==> config.mk <==
export PLATFORM = sky130hd
export DESIGN_NAME = extint_hub
export DESIGN_NICKNAME = d
export VERILOG_FILES = /design/src/rtl/extint_pkg.sv /design/src/rtl/extint_src_cell.sv /design/src/rtl/extint_cfg_bank.sv /design/src/rtl/extint_prio_tree.sv /design/src/rtl/extint_hub.sv
export SDC_FILE = /design/constraint.sdc
export NUM_CORES = 2
export LEC_CHECK = 0
export BUFFER_PORTS_ARGS = -buffer_cell sky130_fd_sc_hd__buf_2
export CAP_MARGIN = 10
export CORE_MARGIN = 8
export CORE_UTILIZATION = 45
export CTS_CLUSTER_DIAMETER = 200
export DETAILED_ROUTE_END_ITERATION = 10
export PLACE_DENSITY = 0.67
export SLEW_MARGIN = 20
export SYNTH_ARGS = -nofsm -noshare
export SYNTH_HDL_FRONTEND = slang
export SYNTH_HIERARCHICAL = 1
export SYNTH_SLANG_ARGS = --single-unit
==> constraint.sdc <==
create_clock -name clk -period 11.4 [get_ports clk]
set_input_delay 0.57 -clock clk [delete_from_list [all_inputs] [get_ports clk]]
set_output_delay 0.57 -clock clk [all_outputs]
set_load 0.02 [all_outputs]
==> src/rtl/extint_pkg.sv <==
package extint_pkg;

  localparam logic [11:0] ADR_DETECT   = 12'h004;
  localparam logic [11:0] ADR_EDGE_CLR = 12'h0C0;
  localparam logic [11:0] ADR_STATUS   = 12'h144;
  localparam logic [11:0] ADR_CFG_BASE = 12'h200;
  localparam logic [11:0] ADR_OUT_EN   = 12'h444;

  typedef enum logic [1:0] {
    SNS_LOW  = 2'd0,
    SNS_HIGH = 2'd1,
    SNS_FALL = 2'd2,
    SNS_RISE = 2'd3
  } sense_e;

  typedef struct packed {
    logic       vld;
    logic [7:0] pri;
    logic [7:0] id;
  } cand_t;

  // higher byte wins; on a tie the lower-numbered side (lo) is kept
  function automatic cand_t pick_cand(cand_t lo, cand_t hi);
    if (hi.vld && (!lo.vld || (hi.pri > lo.pri))) return hi;
    return lo;
  endfunction

  function automatic bit edge_capable(int n, int lo, int hi);
    return (n >= lo) && (n <= hi);
  endfunction

  function automatic logic clr_match(logic [31:0] wd, int n);
    return wd[8] && (wd[3:0] == 4'(n));
  endfunction

  function automatic logic [31:0] cfg_a_word(logic [1:0] en, logic [1:0] sns, logic [3:0] tgt);
    return {2'b00, en, 2'b00, sns, 16'h0000, tgt, 4'h0};
  endfunction

  function automatic logic [31:0] status_word(logic [7:0] id);
    return {id, 24'h000000};
  endfunction

endpackage

==> src/rtl/extint_src_cell.sv <==
module extint_src_cell
  import extint_pkg::*;
#(
  parameter bit EDGE_OK = 1'b0
) (
  input  logic       clk,
  input  logic       rst_n,
  input  logic       det_en,
  input  logic       src_en,
  input  logic [1:0] sense,
  input  logic       pin,
  input  logic       clr,
  output logic       pend,
  output logic       edge_evt,
  output logic       edge_lat
);

  generate
    if (EDGE_OK) begin : g_edge
      logic prev_q;
      logic lat_q;
      logic rise_w;
      logic fall_w;
      logic active_w;

      assign rise_w   = pin & ~prev_q;
      assign fall_w   = ~pin & prev_q;
      assign edge_evt = det_en & (((sense == SNS_RISE) & rise_w) |
                                  ((sense == SNS_FALL) & fall_w));

      always_ff @(posedge clk or negedge rst_n) begin
        if (!rst_n) begin
          prev_q <= 1'b0;
          lat_q  <= 1'b0;
        end else begin
          prev_q <= pin;
          lat_q  <= edge_evt | (lat_q & ~clr);
        end
      end

      always_comb begin
        case (sense)
          SNS_LOW:  active_w = ~pin;
          SNS_HIGH: active_w = pin;
          default:  active_w = lat_q;
        endcase
      end

      assign edge_lat = lat_q;
      assign pend     = det_en & src_en & active_w;
    end else begin : g_level
      logic unused_lvl;
      assign unused_lvl = ^{clk, rst_n, sense, clr};
      assign edge_evt   = 1'b0;
      assign edge_lat   = 1'b0;
      assign pend       = det_en & src_en & pin;
    end
  endgenerate

endmodule

==> src/rtl/extint_cfg_bank.sv <==
module extint_cfg_bank
  import extint_pkg::*;
#(
  parameter int NUM_SRC = 64,
  parameter int AW      = 12
) (
  input  logic                      clk,
  input  logic                      rst_n,
  input  logic                      we,
  input  logic [AW-1:0]             addr,
  input  logic [31:0]               wdata,
  output logic [NUM_SRC-1:0]        src_en,
  output logic [NUM_SRC-1:0][1:0]   src_sense,
  output logic [NUM_SRC-1:0][7:0]   src_prio,
  output logic                      hit,
  output logic [31:0]               rdata
);

  localparam int IDX_W = $clog2(NUM_SRC);
  localparam int SPAN  = 8 * NUM_SRC;

  logic [NUM_SRC-1:0][1:0] en_q;
  logic [NUM_SRC-1:0][1:0] sns_q;
  logic [NUM_SRC-1:0][3:0] tgt_q;
  logic [NUM_SRC-1:0][7:0] pri_q;

  logic [AW-1:0]    offs;
  logic [IDX_W-1:0] idx;
  logic             is_b;
  logic             unused_bits;

  assign offs        = addr - ADR_CFG_BASE[AW-1:0];
  assign hit         = (addr >= ADR_CFG_BASE[AW-1:0]) && (32'(offs) < 32'(SPAN));
  assign idx         = offs[IDX_W+2:3];
  assign is_b        = offs[2];
  assign unused_bits = ^{wdata[31:30], wdata[27:26], wdata[23:8], wdata[3:0], offs[1:0]};

  generate
    for (genvar i = 0; i < NUM_SRC; i++) begin : g_word
      always_ff @(posedge clk or negedge rst_n) begin
        if (!rst_n) begin
          en_q[i]  <= 2'b00;
          sns_q[i] <= 2'b00;
          tgt_q[i] <= 4'h0;
          pri_q[i] <= 8'h00;
        end else if (we && hit && (idx == IDX_W'(i))) begin
          if (is_b) begin
            pri_q[i] <= wdata[7:0];
          end else begin
            en_q[i]  <= wdata[29:28];
            sns_q[i] <= wdata[25:24];
            tgt_q[i] <= wdata[7:4];
          end
        end
      end
      assign src_en[i]    = &en_q[i];
      assign src_sense[i] = sns_q[i];
      assign src_prio[i]  = pri_q[i];
    end
  endgenerate

  always_comb begin
    rdata = 32'h0;
    if (hit) begin
      if (is_b) rdata = {24'h000000, pri_q[idx]};
      else      rdata = cfg_a_word(en_q[idx], sns_q[idx], tgt_q[idx]);
    end
  end

endmodule

==> src/rtl/extint_prio_tree.sv <==
module extint_prio_tree
  import extint_pkg::*;
#(
  parameter int NUM_SRC = 64
) (
  input  logic [NUM_SRC-1:0]           pend,
  input  logic [NUM_SRC-1:0][7:0]      prio,
  output logic                         win_vld,
  output logic [$clog2(NUM_SRC)-1:0]   win_id
);

  localparam int ID_W  = $clog2(NUM_SRC);
  localparam int NODES = 2 * NUM_SRC - 1;

  cand_t node [NODES];
  logic  unused_id;

  generate
    for (genvar i = 0; i < NUM_SRC; i++) begin : g_leaf
      assign node[NUM_SRC-1+i] = '{vld: pend[i], pri: prio[i], id: 8'(i)};
    end
    for (genvar k = 0; k < NUM_SRC - 1; k++) begin : g_node
      assign node[k] = pick_cand(node[2*k+1], node[2*k+2]);
    end
    if (ID_W < 8) begin : g_wide
      assign unused_id = ^node[0].id[7:ID_W];
    end else begin : g_full
      assign unused_id = 1'b0;
    end
  endgenerate

  assign win_vld = node[0].vld;
  assign win_id  = node[0].id[ID_W-1:0];

endmodule

==> src/rtl/extint_hub.sv <==
module extint_hub
  import extint_pkg::*;
#(
  parameter int NUM_SRC = 64,
  parameter int EDGE_LO = 47,
  parameter int EDGE_HI = 50,
  parameter int AW      = 12
) (
  input  logic               clk,
  input  logic               rst_n,
  input  logic               bus_we,
  input  logic [AW-1:0]      bus_addr,
  input  logic [31:0]        bus_wdata,
  output logic [31:0]        bus_rdata,
  input  logic [NUM_SRC-1:0] src_in,
  output logic               cascade_irq
);

  localparam int             ID_W    = $clog2(NUM_SRC);
  localparam logic [ID_W-1:0] IDLE_ID = ID_W'(NUM_SRC - 1);

  logic                     det_en_q;
  logic                     out_en_q;
  logic [ID_W-1:0]          cur_id_q;

  logic [NUM_SRC-1:0]       src_en;
  logic [NUM_SRC-1:0][1:0]  src_sense;
  logic [NUM_SRC-1:0][7:0]  src_prio;
  logic                     cfg_hit;
  logic [31:0]              cfg_rdata;

  logic [NUM_SRC-1:0]       pend_vec;
  logic [NUM_SRC-1:0]       edge_evt;
  logic [NUM_SRC-1:0]       edge_lat;
  logic [NUM_SRC-1:0]       edge_clr;

  logic                     win_vld;
  logic [ID_W-1:0]          win_id;

  logic                     sel_detect;
  logic                     sel_out_en;
  logic                     sel_status;
  logic                     sel_clr;

  assign sel_detect = bus_addr[AW-1:2] == ADR_DETECT[AW-1:2];
  assign sel_out_en = bus_addr[AW-1:2] == ADR_OUT_EN[AW-1:2];
  assign sel_status = bus_addr[AW-1:2] == ADR_STATUS[AW-1:2];
  assign sel_clr    = bus_addr[AW-1:2] == ADR_EDGE_CLR[AW-1:2];

  extint_cfg_bank #(.NUM_SRC(NUM_SRC), .AW(AW)) u_cfg (
    .clk       (clk),
    .rst_n     (rst_n),
    .we        (bus_we),
    .addr      (bus_addr),
    .wdata     (bus_wdata),
    .src_en    (src_en),
    .src_sense (src_sense),
    .src_prio  (src_prio),
    .hit       (cfg_hit),
    .rdata     (cfg_rdata)
  );

  generate
    for (genvar i = 0; i < NUM_SRC; i++) begin : g_src
      localparam bit EOK = edge_capable(i, EDGE_LO, EDGE_HI);
      assign edge_clr[i] = EOK && bus_we && sel_clr && clr_match(bus_wdata, i);
      extint_src_cell #(.EDGE_OK(EOK)) u_cell (
        .clk      (clk),
        .rst_n    (rst_n),
        .det_en   (det_en_q),
        .src_en   (src_en[i]),
        .sense    (src_sense[i]),
        .pin      (src_in[i]),
        .clr      (edge_clr[i]),
        .pend     (pend_vec[i]),
        .edge_evt (edge_evt[i]),
        .edge_lat (edge_lat[i])
      );
    end
  endgenerate

  extint_prio_tree #(.NUM_SRC(NUM_SRC)) u_tree (
    .pend    (pend_vec),
    .prio    (src_prio),
    .win_vld (win_vld),
    .win_id  (win_id)
  );

  always_ff @(posedge clk or negedge rst_n) begin
    if (!rst_n) begin
      det_en_q <= 1'b0;
      out_en_q <= 1'b0;
      cur_id_q <= IDLE_ID;
    end else begin
      if (bus_we && sel_detect) det_en_q <= bus_wdata[0];
      if (bus_we && sel_out_en) out_en_q <= bus_wdata[0];
      cur_id_q <= win_vld ? win_id : IDLE_ID;
    end
  end

  always_comb begin
    bus_rdata = 32'h0;
    if (cfg_hit)         bus_rdata = cfg_rdata;
    else if (sel_detect) bus_rdata = {31'h0, det_en_q};
    else if (sel_out_en) bus_rdata = {31'h0, out_en_q};
    else if (sel_status) bus_rdata = status_word(8'(cur_id_q));
  end

  assign cascade_irq = (cur_id_q != IDLE_ID) & det_en_q & out_en_q;

endmodule

==> metrics <==
cell area reported after detailed placement=72410 um2; final design instance area without fill=77470 um2; Vias per Instance=6.142; FF-to-FF setup slack=0.49 ns; worst hold path depth=3; TritonCTS sink count=1040; cell area after technology mapping=69260 um2; final hold violation count=0; Critical Path Most Common Cell=buf_4; Fmax=90.83 MHz; starting density of the core=0.4512; routed length per instance=26.45 um; post-route non-filler standard cell count=8255; deepest level of the CTS H-tree=3; hold-critical path endpoint=out_en_q; count of final setup violators=0; smallest setup slack after layout=0.3901 ns; standard cell with the maximum stage delay on the critical path=dlygate4sd3_1; CP delay by family, top=compound AO/OA/AOI/OAI gates; Top-Level Pins=144; result of the run=finished, final reports clean; starting DRC count in detailed routing=4509; remaining antenna violation count=0; via count of the first global-routing pass=50.64k; pin count of the biggest net entering global routing=174; final RePlAce weighted congestion=0.9731; post-layout min period=11.01 ns; core region area=153500 um2; relative slew slack=0.2083; number of design rule violations left after detail routing=0; routed vias=50.70k; Clock Latency Late Sink=0.77 ns; number of optimization iterations in the first detailed-route pass=6; Max VDD drop=0.1347 mV; worst path bufs/invs=9; clock tree buffer depth=3; horizontal die dimension=408.3 um; Layout Utilization=0.5046; type of the setup path with the least slack=input pin to flop; HP Class=input pin to flop; post-synthesis to final-layout area growth=11.84%; hold_ws=0.2529 ns; height of the chip=408.3 um; routed wire length=218300 um; number of warnings issued by yosys=6; number of antenna violations at the first check in global routing=11; share of the cycle needed by the critical path after routing=0.9658; longest individual stage delay on the worst path=0.59 ns; area enclosed by the die boundary=166700 um2; slew at the pin with the worst max-slew slack=1.188 ns; number of cells after detailed placement=7984; max-slew violations=0; final net count=6727; crit-path max FO=8; Critical Path End Type=flop; global-route wire length before repair=325200 um; Required @ worst endpoint=12.11 ns; worst setup slack after placement=-0.9019 ns; startpoint of the tightest hold check path=bus_we; overall track demand over capacity in global routing=0.2519; fraction of layout cells with a size suffix above 1=0.3351; number of violations of the max-capacitance limit=0; static leakage power=38.78 nW; estimated wirelength of the detail-placed design=157900 um; r2r startpoint=u_cfg/src_sense[96]; element type at the critical path start=input pin; number of buffers created by CTS=115; number of cell instances on the worst register-to-register path=53; aggregate global routing overflow=0; Synth Instances=5926; Critical R2R Capture=cur_id_q[1]; number of buffer cells added on primary ports=104; master cell of the clock root buffer=clkbuf_16; arrival time at the worst endpoint=11.72 ns; Avg Cell Area, Syn=11.69 um2; row count=144; Cell Pwr Density=109.5 nW/um2; clock transition at the registers of the reported paths=0.06 ns; largest clock skew in the final design=0.07131 ns; clock tree from TritonCTS=yes
-- where the power goes --
part	internal (mW)	switching [mW]
Clock	2.25	1.62
Sequential	3.76	0.0559
Combinational	0.294	0.510
Total	6.30	2.18
-- sequential cells by signal (all words and copies together) (netlist names), 4 cells and up --
signal	count
cur_id_q	6
g_src.u_cell/edge_lat	4
g_src.u_cell/g_edge.prev_q	4
u_cfg/en_q	128
u_cfg/src_prio	512
u_cfg/src_sense	128
u_cfg/tgt_q	256
-- per-layer routing --
layer / track usage / share of wire / up-vias
met2: 0.3921 / 0.45 / 1846
met3: 0.05340 / 0.078 / 431
li1: - / - / 22270
met1: 0.3459 / 0.43 / 26140
met4: 0.09400 / 0.040 / 10
met5: 0 / 0.00031 / -
-- timing repair --
action                                 CTS  global route
endpoints found under the hold margin  116             0
gates cloned                             0             2
pin swaps                                3            29
resized for setup                       23           121
setup endpoints to repair                6             6
buffers inserted                         5            42
hold buffers                             5             0
-- cells in the final DEF (no fill, tap or decap), types with 30 or more instances in the layout --
| cell | instances |
|---|---|
| inv_1 | 466 |
| nor3_1 | 39 |
| nand4_1 | 116 |
| a22oi_1 | 70 |
| and3_1 | 73 |
| o22ai_1 | 66 |
| and2_1 | 91 |
| o211ai_1 | 62 |
| dfrtp_1 | 1033 |
| nand2b_1 | 38 |
| a21o_1 | 30 |
| buf_4 | 239 |
| a211oi_1 | 41 |
| clkbuf_16 | 116 |
| mux4_2 | 206 |
| buf_2 | 94 |
| ha_1 | 504 |
| nor2b_1 | 91 |
| nor2_2 | 72 |
| nand3_1 | 47 |
| a21oi_1 | 224 |
| nand2_1 | 173 |
| mux2_2 | 1050 |
| mux2i_1 | 474 |
| nor2_1 | 144 |
| o21ai_0 | 95 |
-- per-stage QoR --
step	setup TNS, ns	power [mW]
2_1_floorplan	0	4.359
3_3_place_gp	-3.961	4.635
3_5_place_dp	-3.498	4.653
4_1_cts	0	8.535
5_1_grt	-0.1997	8.788
6_report	0	8.479
-- layout make-up --
class | instances | area (um2)
Multi-Input combinational cell | 4130 | 40540
Clock inverter | 44 | 566.8
Inverter | 467 | 1753
Clock buffer | 167 | 3354
Antenna cell | 6 | 15.01
Fill cell | 13550 | 76040
Tap cell | 2044 | 2557
Timing Repair Buffer | 357 | 2649
Sequential cell | 1040 | 26030
-- worst max-delay path by stage --
stage                        start  cells past startpoint     endpoint  slack [ns]
3_5_place_dp            src_in[48]                     53  cur_id_q[0]       -0.90
3_3_place_gp            src_in[48]                     53  cur_id_q[0]       -0.99
4_1_cts            u_cfg/en_q[124]                     53  cur_id_q[1]       0.008
6_report                src_in[48]                     55  cur_id_q[1]        0.39
5_1_grt        u_cfg/src_prio[502]                     58  cur_id_q[0]       -0.11
2_1_floorplan             det_en_q                     52  cur_id_q[0]        0.63
-- worst reg2reg max path: cells and delay by family (launching register included) --
kind / cells / cell delay [ns]
XOR/XNOR: 1 / 0.19
buffers and inverters: 7 / 1.22
flip-flops: 1 / 0.43
AND/OR/NAND/NOR: 13 / 1.86
multiplexers: 1 / 0.36
AO/OA/AOI/OAI: 26 / 5.27
adder cells (fa/ha/maj): 5 / 1.51
Note: power is estimated with default switching activity, not from simulation.
